[src/rtl/pkt_sg_walker.sv]
module pkt_sg_walker #(
  parameter int AW = 64
) (
  input  logic          clk,
  input  logic          rst_n,
  input  logic          cmd_wr,
  input  logic [31:0]   cmd_word,
  input  logic [AW-1:0] pkt_base,
  output logic          rd_en,
  output logic [AW-4:0] rd_addr,
  input  logic          rd_valid,
  input  logic [63:0]   rd_data,
  output logic          xfer_req,
  output logic [AW-1:0] xfer_addr,
  output logic [31:0]   xfer_len,
  input  logic          xfer_ack,
  output logic          busy,
  output logic          done,
  output logic [1:0]    status,
  output logic          dir_out,
  output logic          irq_en,
  output logic          dma_sel,
  output logic          lba48
);
  localparam int WA = AW - 3;
  localparam logic [31:0] RUN_CMD = 32'h107;
  localparam int SW = 40;

  typedef enum logic [2:0] {S_IDLE, S_HDR, S_CHK, S_DESC, S_XFER, S_FIN} st_t;
  st_t st;

  logic [WA-1:0] wptr;
  logic [1:0]    idx;
  logic          pend;
  logic [7:0]    tag0, tag1, hfl, dfl;
  logic [31:0]   total, dcnt, left;
  logic [63:0]   tbl;
  logic [SW-1:0] sum;

  assign busy     = (st != S_IDLE);
  assign xfer_req = (st == S_XFER);
  assign rd_en    = (st == S_HDR || st == S_DESC) && !pend;
  assign rd_addr  = wptr;
  assign dir_out  = hfl[0];
  assign irq_en   = hfl[4];
  assign dma_sel  = dfl[2];
  assign lba48    = dfl[3];

  wire pkt_ok = (tag0 == 8'h01) && (tag1 == 8'h02) && hfl[5];

  always_ff @(posedge clk or negedge rst_n) begin
    if (!rst_n) begin
      st <= S_IDLE; wptr <= '0; idx <= '0; pend <= 1'b0;
      tag0 <= '0; tag1 <= '0; hfl <= '0; dfl <= '0;
      total <= '0; dcnt <= '0; left <= '0; tbl <= '0; sum <= '0;
      xfer_addr <= '0; xfer_len <= '0; done <= 1'b0; status <= 2'd0;
    end else begin
      done <= 1'b0;
      if (rd_en) pend <= 1'b1;
      case (st)
        S_IDLE: if (cmd_wr && cmd_word == RUN_CMD) begin
          wptr <= pkt_base[AW-1:3]; idx <= '0; pend <= 1'b0;
          sum <= '0; status <= 2'd0; st <= S_HDR;
        end
        S_HDR: if (rd_valid) begin
          case (idx)
            2'd0: begin tag0 <= rd_data[7:0]; hfl <= rd_data[15:8]; total <= rd_data[63:32]; end
            2'd1: dcnt <= rd_data[31:0];
            2'd2: tbl <= rd_data;
            default: begin tag1 <= rd_data[7:0]; dfl <= rd_data[39:32]; end
          endcase
          pend <= 1'b0; wptr <= wptr + 1'b1; idx <= idx + 1'b1;
          if (idx == 2'd3) st <= S_CHK;
        end
        S_CHK: begin
          idx <= '0;
          if (!pkt_ok) begin
            status <= 2'd1; st <= S_FIN;
          end else if (dcnt == 32'd0) begin
            st <= S_FIN;
          end else begin
            wptr <= tbl[AW-1:3]; left <= dcnt; st <= S_DESC;
          end
        end
        S_DESC: if (rd_valid) begin
          if (idx == 2'd0) xfer_addr <= rd_data[AW-1:0];
          else begin xfer_len <= rd_data[31:0]; st <= S_XFER; end
          pend <= 1'b0; wptr <= wptr + 1'b1; idx <= idx + 1'b1;
        end
        S_XFER: if (xfer_ack) begin
          sum <= sum + SW'(xfer_len); left <= left - 1'b1; idx <= '0;
          st <= (left == 32'd1) ? S_FIN : S_DESC;
        end
        default: begin
          done <= 1'b1;
          if (status != 2'd1) status <= (sum != SW'(total)) ? 2'd2 : 2'd0;
          st <= S_IDLE;
        end
      endcase
    end
  end
endmodule

[config.mk]
export PLATFORM = sky130hd
export DESIGN_NAME = pkt_sg_walker
export DESIGN_NICKNAME = d
export VERILOG_FILES = /design/src/rtl/pkt_sg_walker.sv
export SDC_FILE = /design/constraint.sdc
export NUM_CORES = 1
export LEC_CHECK = 0
export CELL_PAD_IN_SITES_DETAIL_PLACEMENT = 1
export CELL_PAD_IN_SITES_GLOBAL_PLACEMENT = 2
export CORE_MARGIN = 1.5
export CORE_UTILIZATION = 28
export DETAILED_ROUTE_END_ITERATION = 8
export DONT_BUFFER_PORTS = 1
export PLACE_DENSITY = 0.55
export SYNTH_ARGS = -nofsm -noshare
export SYNTH_HDL_FRONTEND = slang
export SYNTH_SLANG_ARGS = --single-unit
[constraint.sdc]
create_clock -name clk -period 3.1 [get_ports clk]
set_input_delay 0.31 -clock clk [delete_from_list [all_inputs] [get_ports clk]]
set_output_delay 0.31 -clock clk [all_outputs]
set_load 0.01 [all_outputs]
* Word-level counts from Yosys, hierarchy flattened
Index checks and enable logic that the tools add are counted.
Operators by class: reductions and logical operators 31, add/sub/neg operators 4, equality and inequality tests 23, mux-type cells 35, bitwise gates (word level) 3
Operator list (number):
- 61-bit 2-to-1 mux | 4
- 61-bit case mux with 3 select lines | 1
- 32-bit 2-to-1 mux | 3
- 40-bit 2-to-1 mux | 2
- 40-bit case mux with 2 select lines | 1
- 32-bit case mux with 2 select lines | 1
- 61-bit by 1-bit adder with 61-bit output, second input constant | 1
- 40-bit by 32-bit adder with 40-bit output | 1
- 40-bit by 32-bit inequality test with 1-bit output | 1
- 32-bit by 1-bit == test with 1-bit output, second input constant | 1
- 32-bit by 9-bit == test with 1-bit output, second input constant | 1
- 32-bit logical NOT | 1
- 32-bit by 1-bit subtractor with 32-bit output, second input constant | 1
- 3-bit 2-to-1 mux | 9
- 3-bit AND reduction | 7
- 3-bit case mux with 5 select lines | 1
- 2-bit inequality test, second input constant | 7
- 2-bit 2-to-1 mux | 6
- 4-bit AND reduction | 3
- 3-bit nonzero test | 3
- 8-bit by 1-bit == test with 1-bit output, second input constant | 1
- 8-bit by 2-bit == test with 1-bit output, second input constant | 1
- 2-bit by 1-bit inequality test with 1-bit output, second input constant | 4
- 2-bit case mux with 4 select lines | 1
- 22 further kinds | 34
Word-level totals: output and inout bits 167, logic and storage cells 113, bits of input ports 165, bits in registers 392

* Longest topological paths before layout
Gate-level depths: netlist (run 1).
depth in word-level cells 6, depth in mapped cells 10, depth with buffers taken out 10

* Worst setup path before layout (run 1)
Ideal clock, no wire load.
path kind reg-to-reg, from register xfer_len[10], to register sum[36], cell stages (with the launch flop) 11, period minus slack after synthesis 2.685 ns, setup slack 0.415 ns, buffers on the path 1, arrival time 2.607 ns, required time 3.022 ns, cell sequence dfrtp_1 ha_1 clkbuf_1 nand2_1 nor4b_2 o31ai_1 a211o_1 a21oi_2 a21oi_2 or4_1 a21oi_1
On the way: cells in the longest elaborated chain, start to end 3
Ends and longest elaborated chain:
- from (decl) | RTL line 15 | output logic [31:0] xfer_len,
- from (signal assigned) | RTL line 56 | xfer_addr <= '0; xfer_len <= '0; done <= 1'b0; status <= 2'd0;
- from (signal assigned) | RTL line 87 | else begin xfer_len <= rd_data[31:0]; st <= S_XFER; end
- 40-bit by 32-bit adder with 40-bit output | RTL line 91 | sum <= sum + SW'(xfer_len); left <= left - 1'b1; idx <= '0;
- 40-bit 2-to-1 mux | RTL line 90 | S_XFER: if (xfer_ack) begin
- 40-bit case mux with 2 select lines | RTL line 60 | case (st)
- to (signal assigned) | RTL line 55 | total <= '0; dcnt <= '0; left <= '0; tbl <= '0; sum <= '0;
- to (signal assigned) | RTL line 63 | sum <= '0; status <= 2'd0; st <= S_HDR;
- to (signal assigned) | RTL line 91
- to (decl) | RTL line 38 | logic [SW-1:0] sum;
Every way passes these cells. The select of a mux whose other input is x is not followed. A chain may end at the register's enable or synchronous reset.

* Worst setup path in the final report (run 1)
from register xfer_len[1], to register sum[27]
The elaborated chain is that of the path after synthesis.

==> metrics.cfg, run 1 <==
[cts]
cts_max_level = 2
post_cts_buffers = 0
cts_root_buf = clkbuf_16
cts_made_buffers = 48
cts.clk_slew.worst_paths_ns = 0.06
tritoncts = done
clkSinkCount = 384
clk_path_buf_depth = 3
insertion_delay_ns = 0.61
hold_buffers = 111

[critical_path]
cp_max_fo = 4
cp.required_ns = 3.59
r2r_start = xfer_len[1]
regToRegSetupSlack_ns = 0.19
critPathLaunchType = flop
reg2reg_to = sum[27]
crit_type = reg -> reg
crit_path_end_kind = flop
ff2ff_path_depth = 10
crit_arrival_ns = 3.40

[finish]
nets = 2244
final_area_mm2 = 0.0242
final_layout_size_suffix_gt1_share_pct = 21.8
area.growth.synth_to_final_pct = 23.4
fin_cells = 3019

[logic_synthesis]
ys_seq_area_share_pct = 49.0
synth.distinct_cells = 71
synth_edf_count = 0
synthesis.instances = 1880
synthArstFlopShare_pct = 100
synth-seq-cells = 384
avgSynthCellArea_um2 = 10.4
netlist_area_mm2 = 0.0196
ys_warn_count = 0
synthFlopType = dfrtp_1
syn_nets = 2086

[power]
p_leak_nw = 11.1
comb_power_share_pct = 2.6
intPower_mw = 8.88
p_sw_mw = 2.59
p_per_area_mw_per_mm2 = 474
power_frac_seq_pct = 43.7
p_clk_share_pct = 53.7
peakVddDrop_v = 0.000398
swShare_pct = 22.6

[route]
wl_per_cell_um = 26.8
finalWirelength_mm = 80.8
drcViolationCount = 0
vias_per_cell = 5.39
drt_iter0_drc = 1032
ant_nets = 0
vias = 16300
dr.pass1.iters = 5

[die]
die-area_mm2 = 0.0716
core_area_mm2 = 0.0689
rows = 96
io_pins = 332
initial_core_util_pct = 28.4
fp.dieW_um = 268
chipHeight_um = 268

[place]
dpl-instance-area_mm2 = 0.0213
numPortBuffers = 0
gp_congestion = 0.853
dp_hpwl_mm = 58.1
dp.cells = 2808

[timing]
setup_viol = 0
post-route-min-period_ns = 2.91
max_freq_ghz = 0.344
relSlewSlack_pct = 36.6
fin_worst_skew_ns = 0.0387
hold_viol_final = 384
drv_slew = 0
final.period_utilization_pct = 93.7
whs_ns = -0.530
max_slew.worst_pin.slew_ns = 0.951
rsz0062_at_grt = yes

[job]
maxCapViolCount = 0

[grt]
antenna_found_initial = 25
grt_pass1_wl_mm = 119
grt_usage_pct = 22.4
overflow = 0
grt_max_degree = 385
grt_pass1_vias = 17100

[status]
violations = hold timing
status = complete, but fails checks

[min_path]
hold_path_class = in -> async

## area by class of cell
class	count	area, µm²
antenna	11	27.5
clock buffer	68	1430
clock inverter	21	328
fill	7717	44800
inverter	33	124
multi-input combinational	1359	9540
sequential	384	9610
tap	931	1160
timing repair buffer	212	1970
## cells by family (layout without fill, tap and decap cells)
family	Yosys count	count (layout)	synth area share, %
fa+ha+maj	41	41	2.66
simple gates	511	511	13.1
xor+xnor	58	58	2.59
buf+inv	137	334	2.71
flops	384	384	49.0
compound gates	506	506	16.0
mux	243	243	14.0
other cells	0	11	0
## state kept, by name (all words and copies together) (netlist names)
| signal | count |
|---|---|
| xfer_addr | 64 |
| rd_addr | 61 |
| tbl | 61 |
| sum | 40 |
| dcnt | 32 |
| left | 32 |
| total | 32 |
| xfer_len | 32 |
| tag0 | 8 |
| tag1 | 8 |
| hfl | 3 |
| st | 3 |
| dfl | 2 |
| idx | 2 |
| status | 2 |
| done | 1 |
| pend | 1 |
## stage by stage
stage	total power [mW]	TNS [ns]	hold slack [ns]	setup slack, ns	utilization (%)
after floorplan	5.16	0	0.0144	0.415	-
after global placement	5.17	0	0.0609	0.121	30.9
after detailed placement	5.17	0	0.0596	0.0998	30.9
after CTS	11.7	0	-0.591	0.0659	35.0
after global routing	11.8	-0.000359	-0.584	-0.000359	35.0
final	11.5	0	-0.530	0.195	35.1
## worst max path at each step
stage                 start      end  slack [ns]  cells after the start
5_1_grt         xfer_len[0]  sum[22]     -0.0004                     10
4_1_cts         xfer_len[0]  sum[28]        0.07                     11
3_5_place_dp    xfer_len[0]  sum[28]         0.1                     11
2_1_floorplan  xfer_len[10]  sum[36]        0.42                     10
6_report        xfer_len[1]  sum[27]        0.19                     10
3_3_place_gp    xfer_len[0]  sum[28]        0.12                     11
## layer usage
layer	vias up	track usage, %	wire length (µm)
li1	7351	-	-
met1	8425	30.5	35400
met2	396	37.2	38600
met3	101	4.13	5190
met4	12	4.66	1470
met5	-	0	83
## cells in the final DEF (no fill, tap or decap), types with 11 or more instances in the layout
master,n
nor2_1,106
nor4_1,43
nand4_1,32
a21oi_1,114
o21ai_0,180
inv_1,33
dfrtp_1,384
dlygate4sd3_1,111
a31oi_1,15
a22oi_1,25
xor2_1,25
clkbuf_16,48
mux2_2,242
a22o_1,19
ha_1,39
a221oi_1,28
nand2_1,137
nor3_1,52
nand3_1,51
and3_1,14
o22ai_1,27
clkbuf_8,15
diode_2,11
a21o_1,14
xnor2_1,33
buf_4,93
## critical path, cell delays in order, from the launching register on
cell and delay (ns):
dfrtp_1 0.46, ha_1 0.34, a211oi_1 0.38, nor4_1 0.16, o311ai_0 0.48, nand3_1 0.28
buf_4 0.22, nand2b_1 0.07, nand2_1 0.08, xor2_1 0.16, a22o_1 0.18
## power groups by stage
stage	registers [mW]	clock network [mW]	logic (mW)
finish	5.02	6.16	0.293
global route	5.01	6.52	0.308
CTS	5.01	6.36	0.298
detailed placement	5.11	0	0.0610
global placement	5.11	0	0.0596
floorplan	5.11	0	0.0494
## cell usage after synthesis (all sizes together) (28+ instances only)
library cell / count / area (µm²)
a21oi: 118 / 602
a221oi: 28 / 245
clkbuf: 79 / 297
dfrtp: 384 / 9610
ha: 40 / 500
inv: 33 / 124
mux2: 242 / 2730
nand2: 139 / 522
nand3: 51 / 255
nand4: 33 / 213
nor2: 106 / 398
nor3: 55 / 280
nor4: 47 / 315
o21ai: 182 / 911
xnor2: 33 / 289
## what timing repair did
| item | in CTS | in global routing |
|---|---|---|
| endpoints found under the hold margin | 677 | 384 |
| gates resized for setup | 0 | 6 |
| endpoints found under the setup margin | 0 | 8 |
Power figures use the tool's default switching activity.
==> inputs of run 2 (changes only) <==
Settings changed: CTS_BUF_LIST set to sky130_fd_sc_hd__clkbuf_2 sky130_fd_sc_hd__clkbuf_4 sky130_fd_sc_hd__clkbuf_8.
==> metrics.cfg, run 2 (synthesis results as in run 1) <==
[critical_path]
cp_max_fo = 4
critPathSlowestCell = o311ai_0
crit_start = xfer_len[1]
r2r_start = xfer_len[1]
crit_path_end_kind = flop
crit_arrival_ns = 3.48
crit_path_cell_trace = ha_1 -> a211oi_1 -> nor4_1 -> o311ai_0 -> nand3_1 -> buf_4 -> nand2b_1 -> nand2_1 -> xor2_1 -> a22o_1
cp.required_ns = 3.68
crit_path_max_incr_delay_ns = 0.48
critPathLaunchType = flop
crit_type = reg -> reg

[timing]
relSlewSlack_pct = 30.9
post-route-min-period_ns = 2.89
final.period_utilization_pct = 93.3
rsz0062_at_grt = no
fin_worst_skew_ns = 0.0515
fin_tns_setup_ns = 0
whs_ns = -0.625
drv_slew = 0
fin_ws_ns = 0.206
max_slew.worst_pin.slew_ns = 1.04
setup_viol = 0
hold_viol_final = 384
max_freq_ghz = 0.346

[finish]
top_register = xfer_addr
final_common_cell = dfrtp_1
final_layout_size_suffix_gt1_share_pct = 23.9
area.growth.synth_to_final_pct = 24.5
n_fill_cell = 7734
layout_common_cells = dfrtp_1 (384), mux2_2 (242), o21ai_0 (180)
ff_latch_area_mm2 = 0.00961
nets = 2286
largest_reg_flops = 64
multi_input_area_mm2 = 0.00955

[power]
p_per_area_mw_per_mm2 = 472
p_leak_nw = 11.3
peakVddDrop_v = 0.000271
power_mw = 11.5

[grt]
grt_pass1_wl_mm = 119
grt_usage_pct = 22.5
overflow = 0
antenna_found_initial = 26
grt_pass1_vias = 17400
grt_max_degree = 385

[die]
die-area_mm2 = 0.0716
rows = 96
io_pins = 332
initial_core_util_pct = 28.4
chipHeight_um = 268
fp.dieW_um = 268
core_area_mm2 = 0.0689

[cts]
cts_made_buffers = 77
post_cts_buffers = 0
hold_buffers = 124
clkSinkCount = 384
clk_path_buf_depth = 3
cts_root_buf = clkbuf_8
tritoncts = done
cts_max_level = 3
insertion_delay_ns = 0.70
cts.clk_slew.worst_paths_ns = 0.06

[route]
dr.pass1.iters = 5
ant_nets = 0
finalWirelength_mm = 80.9
wl_per_cell_um = 26.2
drt_iter0_drc = 1039
drcViolationCount = 0
vias = 16600
vias_per_cell = 5.37

[place]
dp_hpwl_mm = 58.1
gp_congestion = 0.853
pre_cts_ws_ns = 0.0998
numPortBuffers = 0

[min_path]
hold_path_class = in -> async

[status]
status = complete, but fails checks
violations = hold timing

[job]
maxCapViolCount = 0

[run 2: cell types whose count changed in the layout (fill, tap and decap cells not counted), moves of 2 or more]
cell           previous run  this run
clkbuf_8                 15        96
clkbuf_16                48         0
clkbuf_4                  0        15
dlygate4sd3_1           111       124
clkinv_2                  5        16
clkbuf_1                  5         0
inv_12                    0         4
clkinvlp_4                4         2
inv_6                     2         0
inv_8                     0         2
[run 2: area by class of cell]
type	instances	area share, %
diodes	10	0.103
clock buffers	111	5.88
multi-input cells	1359	39.1
repair buffers	225	8.61
flip-flops and latches	384	39.4
inverters	33	0.508
well taps	931	4.78
clock inverters	31	1.61
[run 2: power breakdown]
group	switching [mW]	internal (mW)
sequential	0.00113	5.02
clock	2.56	3.63
combinational	0.171	0.142
[run 2: metal layers]
metal	vias to the layer above	track usage [%]	wire [µm]
met5	-	0	56
met4	8	6.23	1620
met1	8584	30.3	36000
met3	95	4.15	4580
met2	435	37.0	38700
li1	7433	-	-
[run 2: critical path, delay by kind of cell, from the launching register on]
kind	cells	cell delay, ns
and+or+nand+nor	4	0.57
adders and majority gates	1	0.34
DFF	1	0.46
AOI/OAI and AO/OA	3	1.04
buffers and inverters	1	0.22
xor gates and xnor gates	1	0.16
[run 2: what timing repair did]
item / 4_1_cts / 5_1_grt
endpoints found under the setup margin: 0 / 9
endpoints found under the hold margin: 690 / 384
gates resized for setup: 0 / 8
[run 2: final timing paths]
check,end,slack (ns),depth (start not counted)
max,sum[27],0.21,10
min,tbl[12],-0.62,0
max reg2reg,sum[27],0.21,10
min reg2reg,left[22],0.49,2
max in group asynchronous,xfer_addr[58],2.94,0
min in group clk,rd_addr[43],0.03,3
[run 2: through the flow]
stage / cell area, µm² / cells / util (%) / hold WS [ns]
4_1_cts: 24300 / 3074 / 35.3 / -0.685
3_5_place_dp: 21300 / 2808 / 30.9 / 0.0596
6_report: 24400 / 3084 / 35.4 / -0.625
3_3_place_gp: 21300 / 2808 / 30.9 / 0.0609
2_1_floorplan: 19600 / 1880 / - / 0.0144
5_1_grt: 24400 / 3080 / 35.4 / -0.667
==> inputs of run 3 (changes only) <==
Settings changed: SETUP_SLACK_MARGIN set to 0.4.
==> metrics.cfg, run 3 (synthesis results as in run 1) <==
[timing]
setup_viol = 0
max_slew.worst_pin.slew_ns = 1.05
fin_tns_setup_ns = 0
drv_slew = 0
rsz0062_at_grt = yes
max_freq_ghz = 0.370
fin_worst_skew_ns = 0.0478
relSlewSlack_pct = 29.7
final.period_utilization_pct = 87.2
post-route-min-period_ns = 2.70
hold_viol_final = 384
whs_ns = -0.620

[grt]
grt_pass1_vias = 17600
grt_max_degree = 385
overflow = 0
grt_usage_pct = 22.8
antenna_found_initial = 24
grt_pass1_wl_mm = 121

[cts]
insertion_delay_ns = 0.69
cts_made_buffers = 77
clk_path_buf_depth = 3
clkSinkCount = 384
cts.clk_slew.worst_paths_ns = 0.06
cts_max_level = 3
tritoncts = done
hold_buffers = 124
cts_root_buf = clkbuf_8

[route]
drt_iter0_drc = 1076
drcViolationCount = 0
vias_per_cell = 5.37
wl_met3_mm = 4.84
dr.pass1.iters = 5
wl_per_cell_um = 26.3
finalWirelength_mm = 81.8
routed.top_layer = met5
dr_wl_met2_mm = 39.4
ant_nets = 0
met1_length_mm = 35.8
vias = 16700

[min_path]
hold_path_class = in -> async

[place]
dp.cells = 2808
gp_congestion = 0.853
numPortBuffers = 0
dp_hpwl_mm = 58.1

[finish]
area.growth.synth_to_final_pct = 27.7
layout_common_cells = dfrtp_1 (370), mux2_2 (242), o21ai_0 (167)
fin_cells = 3107
final_common_cell = dfrtp_1
final_layout_size_suffix_gt1_share_pct = 28.2
n_fill_cell = 7691
top_register = xfer_addr
largest_reg_flops = 64
nets = 2308
final_util_pct = 36.3

[critical_path]
cp_max_fo = 8
r2r_start = sum[8]
reg2reg_to = sum[36]
crit_arrival_ns = 3.33
critPathLaunchType = flop
crit_path_end_kind = flop
crit_type = reg -> reg
cp.required_ns = 3.73
regToRegSetupSlack_ns = 0.40
ff2ff_path_depth = 9

[die]
initial_core_util_pct = 28.4
io_pins = 332
die-area_mm2 = 0.0716
chipHeight_um = 268
rows = 96
core_area_mm2 = 0.0689
fp.dieW_um = 268

[job]
maxCapViolCount = 0

[power]
p_sw_mw = 2.73
power_frac_seq_pct = 43.6
peakVddDrop_v = 0.000269
intPower_mw = 8.79
p_leak_nw = 11.4
p_clk_share_pct = 53.7
comb_power_share_pct = 2.7
p_per_area_mw_per_mm2 = 460
swShare_pct = 23.7

[status]
status = complete, but fails checks
violations = hold timing

==> run 3: cell types whose count changed in the layout (fill, tap and decap cells not counted), sizes merged <==
cell	change
diode	+1
buf	+21
nand2b	+1
==> run 3: stage by stage <==
step | hold slack (ns) | setup slack (ns) | power, mW | area [µm²]
detailed placement | 0.0596 | 0.0998 | 5.17 | 21300
global route | -0.667 | 0.247 | 11.9 | 25000
CTS | -0.685 | 0.404 | 11.7 | 24700
floorplan | 0.0144 | 0.415 | 5.16 | 19600
finish | -0.620 | 0.398 | 11.5 | 25000
global placement | 0.0609 | 0.121 | 5.17 | 21300
==> run 3: what timing repair did <==
action,4_1_cts,5_1_grt
buffers inserted,9,12
pin swaps,10,31
hold endpoints to repair,690,384
gates resized for setup,53,60
gates cloned,1,0
setup endpoints to repair,51,73
==> run 3: how the worst max path moves through the flow <==
stage                            start       to  slack [ns]  cells after the start
after detailed placement   xfer_len[0]  sum[28]         0.1                     11
final                           sum[8]  sum[36]        0.40                      9
after global routing            sum[8]  sum[36]        0.25                      9
after floorplan           xfer_len[10]  sum[36]        0.42                     10
after global placement     xfer_len[0]  sum[28]        0.12                     11
after CTS                  xfer_len[3]  sum[36]        0.40                      9
==> run 3: cell type report <==
| class | instances | area (µm²) | area share (%) |
|---|---|---|---|
| clock buffers | 111 | 1430 | 5.73 |
| flip-flops and latches | 384 | 9630 | 38.5 |
| multi-input cells | 1360 | 9990 | 39.9 |
| repair buffers | 246 | 2260 | 9.02 |
| clock inverters | 31 | 393 | 1.57 |
| well taps | 931 | 1160 | 4.66 |
| inverters | 33 | 124 | 0.495 |
| diodes | 11 | 27.5 | 0.110 |
==> run 3: per-layer routing <==
layer	GRT usage, %	vias up
li1	-	7468
met1	30.6	8666
met2	37.5	451
met3	4.15	102
met4	6.63	8
met5	0	-
==> run 3: power groups by stage <==
stage	logic, mW	registers (mW)	clock network [mW]
after global placement	0.0596	5.11	0
final	0.313	5.02	6.19
after detailed placement	0.0610	5.11	0
after floorplan	0.0494	5.11	0
after global routing	0.328	5.01	6.61
after CTS	0.317	5.02	6.39
==> run 3: worst max-delay path: stages, from the launching register on <==
cell and delay [ns]:
dfrtp_2 0.44, ha_4 0.29, nand3_4 0.09, nor4b_4 0.36
o31ai_4 0.13, a211o_1 0.37, a21oi_4 0.21, a21oi_4 0.11
or4_4 0.50, a21oi_2 0.14
